`src/rtl/irqc_pkg.sv`:
```
package irqc_pkg;
  localparam int N_LINES = 8;
  localparam int LINE_W  = $clog2(N_LINES);

  typedef logic [N_LINES-1:0] line_vec_t;
  typedef logic [LINE_W-1:0]  line_idx_t;

  typedef enum logic [1:0] {
    INIT_IDLE  = 2'd0,
    INIT_VBASE = 2'd1,
    INIT_CASC  = 2'd2,
    INIT_MODE  = 2'd3
  } init_st_t;

  typedef enum logic [2:0] {
    OP_ROT_AEOI_CLR = 3'd0,
    OP_EOI_NS       = 3'd1,
    OP_NOP          = 3'd2,
    OP_EOI_SPEC     = 3'd3,
    OP_ROT_AEOI_SET = 3'd4,
    OP_EOI_NS_ROT   = 3'd5,
    OP_SET_BASE     = 3'd6,
    OP_EOI_SPEC_ROT = 3'd7
  } cmd_op_t;
endpackage

```
`src/rtl/irqc_resolver.sv`:
```
module irqc_resolver #(
  parameter int N = 8,
  parameter int W = $clog2(N)
) (
  input  logic [N-1:0] vec_i,
  input  logic [W-1:0] base_i,
  output logic         found_o,
  output logic [W-1:0] line_o,
  output logic [W-1:0] rank_o
);
  // Scan from the least urgent rank down so the most urgent hit is kept.
  always_comb begin
    logic [W-1:0] idx;
    found_o = 1'b0;
    line_o  = '0;
    rank_o  = '0;
    for (int k = N - 1; k >= 0; k--) begin
      idx = base_i + W'(k);
      if (vec_i[idx]) begin
        found_o = 1'b1;
        line_o  = idx;
        rank_o  = W'(k);
      end
    end
  end
endmodule

```
`src/rtl/irqc_req_latch.sv`:
```
module irqc_req_latch #(
  parameter int N = 8
) (
  input  logic         clk,
  input  logic         rst_n,
  input  logic [N-1:0] lines_i,
  input  logic [N-1:0] level_i,
  input  logic [N-1:0] clr_i,
  output logic [N-1:0] irr_o
);
  logic [N-1:0] last_q;
  logic [N-1:0] rise;

  assign rise = lines_i & ~last_q;

  always_ff @(posedge clk) begin
    if (!rst_n) begin
      last_q <= '0;
      irr_o  <= '0;
    end else begin
      last_q <= lines_i;
      irr_o  <= (level_i & lines_i) | (~level_i & (rise | (irr_o & ~clr_i)));
    end
  end

  AST_LEVEL_FOLLOWS: assert property (@(posedge clk) disable iff (!rst_n)
    1'b1 |=> ((irr_o & $past(level_i)) == ($past(lines_i) & $past(level_i))));

  AST_EDGE_HOLDS: assert property (@(posedge clk) disable iff (!rst_n)
    1'b1 |=> (((irr_o ^ $past(irr_o)) & ~$past(level_i) & ~$past(rise) & ~$past(clr_i)) == '0));
endmodule

```
`src/rtl/irq_ctrl8.sv`:
```
module irq_ctrl8
  import irqc_pkg::*;
#(
  parameter logic [7:0] TRIG_MASK   = 8'hF8,
  parameter int         NESTED_LINE = 2
) (
  input  logic       clk,
  input  logic       rst_n,
  input  logic       reg_wr,
  input  logic       reg_rd,
  input  logic       reg_addr,
  input  logic [7:0] reg_wdata,
  output logic [7:0] reg_rdata,
  input  logic       trig_wr,
  input  logic [7:0] trig_wdata,
  output logic [7:0] trig_rdata,
  input  logic [7:0] irq_lines,
  input  logic       int_ack,
  output logic [7:0] int_vector,
  output logic       irq_out
);
  localparam int VB_W = 8 - LINE_W;
  localparam line_idx_t SPUR_LINE = line_idx_t'(N_LINES - 1);

  line_vec_t imr_q, isr_q, irr, trig_q, latch_clr, cur_vec;
  line_idx_t base_q;
  logic [VB_W-1:0] vbase_q;
  init_st_t  ist_q;
  logic rr_isr_q, poll_q, smm_q, aeoi_q, rot_aeoi_q, sfnm_q, need4_q, single_q, irq_q;

  logic      pend_found, cur_found, eoi_found, grant, ack_ok, poll_rd;
  line_idx_t pend_line, pend_rank, cur_line, cur_rank, eoi_line, eoi_rank, grant_line;

  logic wr0, wr1, init_cmd, ocw3_cmd, ocw2_cmd;
  cmd_op_t op;

  assign wr0      = reg_wr & ~reg_addr;
  assign wr1      = reg_wr & reg_addr;
  assign init_cmd = wr0 & reg_wdata[4];
  assign ocw3_cmd = wr0 & ~reg_wdata[4] & reg_wdata[3];
  assign ocw2_cmd = wr0 & ~reg_wdata[4] & ~reg_wdata[3];
  assign op       = cmd_op_t'(reg_wdata[7:5]);

  // Current-priority view: special mask hides masked lines, nested mode hides the cascade line.
  always_comb begin
    cur_vec = isr_q;
    if (smm_q)  cur_vec = cur_vec & ~imr_q;
    if (sfnm_q) cur_vec[NESTED_LINE] = 1'b0;
  end

  irqc_resolver #(.N(N_LINES), .W(LINE_W)) u_pend (
    .vec_i(irr & ~imr_q), .base_i(base_q),
    .found_o(pend_found), .line_o(pend_line), .rank_o(pend_rank));

  irqc_resolver #(.N(N_LINES), .W(LINE_W)) u_cur (
    .vec_i(cur_vec), .base_i(base_q),
    .found_o(cur_found), .line_o(cur_line), .rank_o(cur_rank));

  irqc_resolver #(.N(N_LINES), .W(LINE_W)) u_eoi (
    .vec_i(isr_q), .base_i(base_q),
    .found_o(eoi_found), .line_o(eoi_line), .rank_o(eoi_rank));

  assign grant      = pend_found & (!cur_found || (pend_rank < cur_rank));
  assign grant_line = grant ? pend_line : SPUR_LINE;
  assign ack_ok     = int_ack & grant;
  assign poll_rd    = reg_rd & poll_q;

  assign int_vector = {vbase_q, grant_line};
  assign irq_out    = irq_q;
  assign trig_rdata = trig_q;

  always_comb begin
    if (poll_q)         reg_rdata = {{VB_W{1'b0}}, grant_line};
    else if (reg_addr)  reg_rdata = imr_q;
    else if (rr_isr_q)  reg_rdata = isr_q;
    else                reg_rdata = irr;
  end

  always_comb begin
    latch_clr = '0;
    if (init_cmd) latch_clr = '1;
    else begin
      if (ack_ok)             latch_clr = latch_clr | ((line_vec_t'(1) << pend_line) & ~trig_q);
      if (poll_rd && grant)   latch_clr = latch_clr | (line_vec_t'(1) << pend_line);
    end
  end

  irqc_req_latch #(.N(N_LINES)) u_latch (
    .clk(clk), .rst_n(rst_n), .lines_i(irq_lines), .level_i(trig_q),
    .clr_i(latch_clr), .irr_o(irr));

  always_ff @(posedge clk) begin
    if (!rst_n) trig_q <= '0;
    else if (trig_wr) trig_q <= trig_wdata & TRIG_MASK;
  end

  always_ff @(posedge clk) begin
    if (!rst_n) begin
      imr_q <= '0; isr_q <= '0; base_q <= '0; vbase_q <= '0;
      ist_q <= INIT_IDLE; rr_isr_q <= 1'b0; poll_q <= 1'b0; smm_q <= 1'b0;
      aeoi_q <= 1'b0; rot_aeoi_q <= 1'b0; sfnm_q <= 1'b0; need4_q <= 1'b0;
      single_q <= 1'b0; irq_q <= 1'b0;
    end else begin
      irq_q <= init_cmd ? 1'b0 : grant;

      if (ack_ok) begin
        if (aeoi_q) begin
          if (rot_aeoi_q) base_q <= pend_line + 1'b1;
        end else begin
          isr_q[pend_line] <= 1'b1;
        end
      end

      if (poll_rd) begin
        poll_q <= 1'b0;
        if (grant) isr_q[pend_line] <= 1'b0;
      end

      if (init_cmd) begin
        imr_q <= '0; isr_q <= '0; base_q <= '0; vbase_q <= '0;
        rr_isr_q <= 1'b0; poll_q <= 1'b0; smm_q <= 1'b0; aeoi_q <= 1'b0;
        rot_aeoi_q <= 1'b0; sfnm_q <= 1'b0;
        need4_q  <= reg_wdata[0];
        single_q <= reg_wdata[1];
        ist_q    <= INIT_VBASE;
      end else if (ocw3_cmd) begin
        if (reg_wdata[2]) poll_q <= 1'b1;
        if (reg_wdata[1]) rr_isr_q <= reg_wdata[0];
        if (reg_wdata[6]) smm_q <= reg_wdata[5];
      end else if (ocw2_cmd) begin
        case (op)
          OP_ROT_AEOI_CLR, OP_ROT_AEOI_SET: rot_aeoi_q <= reg_wdata[7];
          OP_EOI_NS, OP_EOI_NS_ROT: begin
            if (eoi_found) begin
              isr_q[eoi_line] <= 1'b0;
              if (op == OP_EOI_NS_ROT) base_q <= eoi_line + 1'b1;
            end
          end
          OP_EOI_SPEC: isr_q[reg_wdata[2:0]] <= 1'b0;
          OP_SET_BASE: base_q <= reg_wdata[2:0] + 1'b1;
          OP_EOI_SPEC_ROT: begin
            isr_q[reg_wdata[2:0]] <= 1'b0;
            base_q <= reg_wdata[2:0] + 1'b1;
          end
          default: ;
        endcase
      end else if (wr1) begin
        case (ist_q)
          INIT_IDLE:  imr_q <= reg_wdata;
          INIT_VBASE: begin
            vbase_q <= reg_wdata[7:LINE_W];
            if (single_q) ist_q <= need4_q ? INIT_MODE : INIT_IDLE;
            else          ist_q <= INIT_CASC;
          end
          INIT_CASC: ist_q <= need4_q ? INIT_MODE : INIT_IDLE;
          INIT_MODE: begin
            sfnm_q <= reg_wdata[4];
            aeoi_q <= reg_wdata[1];
            ist_q  <= INIT_IDLE;
          end
          default: ist_q <= INIT_IDLE;
        endcase
      end
    end
  end

  AST_INIT_DROPS_IRQ: assert property (@(posedge clk) disable iff (!rst_n)
    init_cmd |=> !irq_out);

  AST_TRIG_FILTERED: assert property (@(posedge clk) disable iff (!rst_n)
    trig_wr |=> trig_rdata == ($past(trig_wdata) & TRIG_MASK));

  AST_ACK_MARKS_ISR: assert property (@(posedge clk) disable iff (!rst_n)
    (ack_ok && !aeoi_q && !reg_wr && !reg_rd) |=> isr_q[$past(pend_line)]);

  AST_AEOI_KEEPS_ISR: assert property (@(posedge clk) disable iff (!rst_n)
    (ack_ok && aeoi_q && !reg_wr && !reg_rd) |=> $stable(isr_q));

  AST_POLL_DISARMS: assert property (@(posedge clk) disable iff (!rst_n)
    (poll_rd && !reg_wr) |=> !poll_q);

  AST_EOI_TOP_RANK: assert property (@(posedge clk) disable iff (!rst_n)
    (eoi_found && cur_found) |-> (eoi_rank <= cur_rank));

  AST_IRQ_NEEDS_PENDING: assert property (@(posedge clk) disable iff (!rst_n)
    (irq_out && !$past(init_cmd)) |-> $past(pend_found));
endmodule

```
`config.mk`:
```
export PLATFORM = sky130hd
export DESIGN_NAME = irq_ctrl8
export DESIGN_NICKNAME = d
export VERILOG_FILES = /design/src/rtl/irqc_pkg.sv /design/src/rtl/irqc_resolver.sv /design/src/rtl/irqc_req_latch.sv /design/src/rtl/irq_ctrl8.sv
export SDC_FILE = /design/constraint.sdc
export NUM_CORES = 1
export LEC_CHECK = 0
export ABC_AREA = 1
export CORE_MARGIN = 1
export CORE_UTILIZATION = 35
export CTS_BUF_LIST = sky130_fd_sc_hd__clkbuf_16
export DETAILED_ROUTE_END_ITERATION = 6
export PLACE_DENSITY = 0.51
export SYNTH_ARGS = -nofsm -noshare
export SYNTH_HDL_FRONTEND = slang
export SYNTH_SLANG_ARGS = --single-unit
```
`constraint.sdc`:
```
create_clock -name clk -period 6.1 [get_ports clk]
set_clock_uncertainty 0.2 [all_clocks]
set_input_delay 1.83 -clock clk [delete_from_list [all_inputs] [get_ports clk]]
set_output_delay 1.83 -clock clk [all_outputs]
set_load 0.03 [all_outputs]
```
== Yosys cells after proc, flatten, opt, wreduce, memory -nomap -nowiden ==
Cells that the tools add are included.

* Order comparisons: 15
* Muxes and demuxes: 148
* Reduce and logical (&&, ||, !) cells: 24
* Add/sub/neg operators: 10
* Div/mod/pow operators: 0
* Bitwise logic cells: 36
* Eq/ne operators: 11
* $mul: 0
* Shift-type cells: 1

{| class="wikitable"
|+ Operator list
! kind !! number
|-
| $mux 8 || 17
|-
| $mux 3 || 40
|-
| $and 8x8->8 || 10
|-
| $bmux 1 s3 || 24
|-
| $mux 1 || 59
|-
| $not 8->8 || 7
|-
| $lt 3x4->1 const B || 11
|-
| $or 8x8->8 || 4
|-
| $reduce_and 4->1 || 5
|-
| $pmux 8 s2 || 1
|-
| $add 3x1->3 const B || 4
|-
| $add 3x3->3 const B || 4
|-
| $eq 3x3->1 const B || 4
|-
| $reduce_or 2->1 || 5
|-
| $and 1x1->1 || 9
|-
| $demux 1 s3 || 3
|-
| $ge 3x1->1 const B || 3
|-
| $shl 1x3->8 const A || 1
|-
| $add 3x2->3 const B || 2
|-
| $not 1->1 || 6
|-
| $pmux 2 s3 || 1
|-
| $pmux 3 s2 || 1
|-
| $eq 2x2->1 const B || 2
|-
| $logic_and 1x1->1 || 4
|-
| 15 further kinds || 18
|}

* Flip-flop bits (word level): 56
* Word-level logic and storage cells: 263
* Memory bits (read-only): 0
* RAM bits: 0
* Memories kept: 0
* Output and inout bits: 25
* Latch bits: 0

== Logic depth before layout (Yosys ltp) ==
* Depth after elaboration: 29
* Depth in mapped cells: 26

== By module ==
From an unflattened synthesis, not the netlist that was laid out.

* Cell total of the unflattened synthesis: 941
* Area, all modules: 5821.8 um^2

{| class="wikitable"
|+ Modules (own cells, without submodules)
! module !! area each (um^2) !! cells each !! times used
|-
| irq_ctrl8 || 2817.7 || 423 || 1
|-
| irqc_resolver || 789.5 || 140 || 3
|-
| irqc_req_latch || 635.6 || 98 || 1
|}

== Worst setup path before layout ==
Ideal clock, no wire load.

* Path kind: reg2out
* Start point: reg base_q[1]
* End point: out reg_rdata[2]
* Data required time: 4070 ps
* Cell stages (with the launch flop): 21
* Arrival: 3363 ps
* Path buffers: 3
* Path slack: 707 ps
* Cell sequence: dfxtp_1 buf_4 inv_2 buf_2 ha_1 buf_2 nand3_1 nand2_1 nor2_1 a31oi_1 inv_1 nor3_1 inv_2 a21oi_1 ha_1 a21oi_1 nand2_2 a21oi_4 nand2_1 nand2_1 o21ai_1

* Cells in the longest elaborated chain, start to end: 16
* Elaborated cells between the ends (all ways): 85
* Those cells by class: add/sub: 7; order compare: 1; mux: 74; bitwise: 1; reduce/logical: 2

{| class="wikitable"
|+ Ends and longest elaborated chain
! item !! line !! RTL
|-
| start: declaration || irq_ctrl8.sv:26 || <nowiki>line_idx_t base_q;</nowiki>
|-
| start signal: assignment || irq_ctrl8.sv:108 || <nowiki>if (rot_aeoi_q) base_q <= pend_line + 1'b1;</nowiki>
|-
| start signal: assignment || irq_ctrl8.sv:136 || <nowiki>if (op == OP_EOI_NS_ROT) base_q <= eoi_line + 1'b1;</nowiki>
|-
| start signal: assignment || irq_ctrl8.sv:140 || <nowiki>OP_SET_BASE: base_q <= reg_wdata[2:0] + 1'b1;</nowiki>
|-
| $add 3x3->3 || irqc_resolver.sv:18 || <nowiki>idx = base_i + W'(k);</nowiki>
|-
| $bmux 1 s3 || irqc_resolver.sv:19 || <nowiki>if (vec_i[idx]) begin</nowiki>
|-
| $mux 1 (implied by the code) || irqc_resolver.sv:19 ||
|-
| $mux 3 or $mux 1 (tied branches) (8 in series) || irqc_resolver.sv:19 ||
|-
| $lt 3x3->1 or $logic_not 1->1 (tied branches) || irq_ctrl8.sv:63 || <nowiki>assign grant = pend_found & (!cur_found || (pend_rank < cur_rank));</nowiki>
|-
| $logic_or 1x1->1 || irq_ctrl8.sv:63 ||
|-
| $and 1x1->1 || irq_ctrl8.sv:63 ||
|-
| $mux 3 (*) || irq_ctrl8.sv:64 || <nowiki>assign grant_line = grant ? pend_line : SPUR_LINE;</nowiki>
|-
| net int_vector[2] || irq_ctrl8.sv:19 || <nowiki>output logic [7:0] int_vector,</nowiki>
|-
| $mux 8 (*) || irq_ctrl8.sv:73 || <nowiki>if (poll_q) reg_rdata = {{VB_W{1'b0}}, grant_line};</nowiki>
|-
| end: declaration || irq_ctrl8.sv:13 || <nowiki>output logic [7:0] reg_rdata,</nowiki>
|}

Mark *: on every way through the listed nets, which the timed path passes. The rest lies on a longest branch. The select of a mux whose other input is x is not followed.

== Final worst setup path ==
* Start point: reg base_q[0]
* End point: out reg_rdata[1]

* Cells in the longest elaborated chain, start to end: 16
* Elaborated cells between the ends (all ways): 85
* Those cells by class: add/sub: 7; order compare: 1; mux: 74; bitwise: 1; reduce/logical: 2

{| class="wikitable"
|+ Ends and longest elaborated chain
! item !! line
|-
| $add 3x3->3 || irqc_resolver.sv:18
|-
| $bmux 1 s3 || irqc_resolver.sv:19
|-
| $mux 1 (implied by the code) || irqc_resolver.sv:19
|-
| $mux 3 or $mux 1 (tied branches) (8 in series) || irqc_resolver.sv:19
|-
| $lt 3x3->1 or $logic_not 1->1 (tied branches) || irq_ctrl8.sv:63
|-
| $logic_or 1x1->1 || irq_ctrl8.sv:63
|-
| $and 1x1->1 || irq_ctrl8.sv:63
|-
| $mux 3 (*) || irq_ctrl8.sv:64
|-
| $mux 8 (*) || irq_ctrl8.sv:73
|}

Every way passes the cells marked *; elsewhere a longest branch is shown, timed or not. The select of a mux whose other input is x is not followed.

==> results.md <==
- Status: finished clean
- Most frequent cells in the layout: nand2_1 (217), nand3_1 (92), inv_1 (91)
- Area of the multi-input gates: just under 0.003 mm2
- Mux contribution to synthesized area: 0%
- CTS clk-pin slew, worst paths: around 0.07 ns
- CTS tree: done
- Max Clk Rate: around 170 MHz
- Tot Pwr: 1273 uW
- First-pass GRT wire length: about 25 mm
- Post-Synth Adder-Cell Area: ~3.3%
- Commonest non-fill, non-tap cell in the layout: nand2_1
- Initial Util: 36.12%
- Die height: between 100 and 150 um
- Post-synthesis cell count: 780
- Initial antenna violation count: 0
- Startpoint Class: register
- Share of layout cells above drive strength 1: roughly 8.3%
- Synth-to-Final Area Change: 17.40%
- Synth warn: 0
- Vias per cell: 5.124
- Register bit total from synthesis: 56
- Antenna cells: 0
- Max H-tree Level: 2
- Post-synthesis area per instance: between 5 and 6 um2
- Setup Crit Path Kind: reg -> out
- Core Area: about 0.013 mm2
- FF+latch area: about 0.0011 mm2
- Placed insts: approximately 990
- Num CTS Buffers: 5
- Final Hold Viols: 0
- Largest family of logic cells by synthesized area: simple AND/OR/NAND/NOR gates
- Hold-fix buffers, CTS: 0
- Port Buf Inserts: 49
- Hold Path Depth: 1
- Wire per inst: 15.48 um
- Initial DRT Pass Iterations: 5
- Seq/Total Area, Yosys: about a quarter
- Die footprint: 0.01359 mm2
- Worst VDD drop: approximately 0.15 mV
- Gr usage total: between 20% and 30%
- Nets: just under 900
- Post-Route Setup TNS: 0 ns
- Worst Path Max Fanout: 9
- Hpwl dp: approximately 12 mm
- Critical path required time: 4.07 ns
- Max-Slew Margin vs Limit: about two fifths
- Post-synthesis compound-gate area fraction: a little over a fifth
- P_leak: ~0.0025 uW
- Die Span X: around 120 um
- Synth Area in Simple Gates: a little under two fifths
- Post-DRT Antenna Nets: 0
- Cell area after synthesis: roughly 0.0046 mm2
- DR vias: 5098
- # rows: just over 40
- Clk_lat worst skew: approximately 0.3 ns
- Final setup fails: 0
- Final Non-Filler Cells: about 1000
- Largest net degree at the start of global routing: 33
- Vias in the first global route: 4729
- Unrepaired setup endpoints after global routing: false
- IO Count: 56
- Fin crit share: 95.18%
- Fill count: 1452
- FF-to-FF path depth: 20
- Post-synth top flop: dfxtp_1
- RePlAce Congestion: about 0.92
- Total Wirelength: approximately 15 mm
- GRT overflow: 0
- Worst-Margin Slew: 0.9224 ns
- Slew Viols, Final: 0
- Crit. End Element: output pin
- 1st-iter DRT viols: ~340
- Clock Sinks: 56
- Min-Delay Path Class: reg -> reg
- Max clock buf depth: 2
- CTS root buffer: clkbuf_16
- Synth async-reset ratio: 0%
- Min Tclk post-route: about 5.8 ns
- Post-Synth XOR/XNOR Area: under 10%
- Pwr/cell area: between 200 and 250 mW/mm2
- Post-synthesis cell type count: 39
- Number of enable flip-flop cells after synthesis: 0
- Residual DRC: 0
- Worst endpoint data arrival time: 3.78 ns
- Max cap viols: 0
[final cells by class]
class                      count  share of cell area [%]
clock inverter                 3                  0.3942
sequential                    56                   20.78
timing repair buffer          59                   10.41
clock buffer                   5                   2.319
tap                          172                   3.989
multi-input combinational    592                   54.50
inverter                     108                   7.607
[sequential cells by signal, indices dropped and copies added (netlist names), 2 cells and up]
name	count
ist_q	2
u_latch.last_q	8
base_q	3
u_latch.irr_o	8
trig_rdata	5
imr_q	8
vbase_q	5
isr_q	8
[final timing paths]
path	startpoint	slack (ns)	endpoint
worst max-delay path	base_q[0]	0.29	reg_rdata[1]
worst min-delay path	u_latch.last_q[2]	0.20	u_latch.irr_o[2]
worst max register to register	base_q[0]	2.40	u_latch.irr_o[4]
worst min register to register	u_latch.last_q[2]	0.20	u_latch.irr_o[2]
[critical path, cell delays in order, from the launching register on]
cell	delay, ns
dfxtp_1	0.41
inv_4	0.04
ha_2	0.35
inv_4	0.14
buf_4	0.17
nand3_1	0.11
nand2_1	0.07
nor2_1	0.04
a31oi_1	0.19
nand2_1	0.10
nor3_1	0.21
o21ai_0	0.16
ha_1	0.31
a21oi_1	0.18
nand2_2	0.10
a21oi_4	0.27
nand2_1	0.12
nand2_1	0.08
nand2_1	0.07
dlygate4sd2_1	0.36
[synth_stat cells, drive strengths merged (5+ instances only)]
cell type    n  area (um2)
nand2      227       877.1
inv        107       404.1
nand3       94       480.5
o21ai       81       412.9
a21oi       74       407.9
dfxtp       56        1121
nor2        45       176.4
nor3        20       115.1
buf         16       105.1
ha          12       150.1
clkbuf      10       37.54
nand4        8       56.30
o211ai       6       45.04
or2          5       31.28
[per-layer routing]
layer	wire (um)	part of all wire, %	vias to the layer above	track usage, %
li1	-	-	2642	-
met3	458	3.0	13	2.231
met2	7322	48	105	41.14
met4	242	1.6	0	5.992
met1	7378	48	2338	31.96
met5	0	0	-	0
[cell families (layout without fill, tap and decap cells)]
| family | count (synthesis) | count (layout) |
|---|---|---|
| xor gates and xnor gates | 4 | 4 |
| and+or+nand+nor | 400 | 400 |
| other | 1 | 3 |
| AOI/OAI and AO/OA | 173 | 173 |
| adders and majority gates | 12 | 12 |
| buffers and inverters | 134 | 175 |
| DFF | 56 | 56 |
[through the flow]
step                area (um2)  util (%)  hold slack (ns)  setup slack (ns)
detailed placement        5234     41.14           0.1952            0.2386
finish                    5395     42.41           0.2037            0.2942
global route              5395     42.41           0.2115           0.02474
floorplan                 4603         -           0.1895            0.7071
CTS                       5376     42.26           0.2055           0.05135
global placement          5234     41.14           0.2004            0.2989
[power breakdown]
group          total, uW  switching [uW]  internal, uW  leakage (uW)
Combinational        559             372           187       0.00195
Sequential           416            27.2           389      0.000460
Clock                298             143           154     0.0000722
Total               1270             543           731       0.00248
[what timing repair did]
item,CTS,global route
pin swaps,0,1
resized for setup,3,10
endpoints found under the hold margin,0,0
buffers inserted,0,1
endpoints found under the setup margin,3,6
Note: power is estimated with default switching activity, not from simulation.
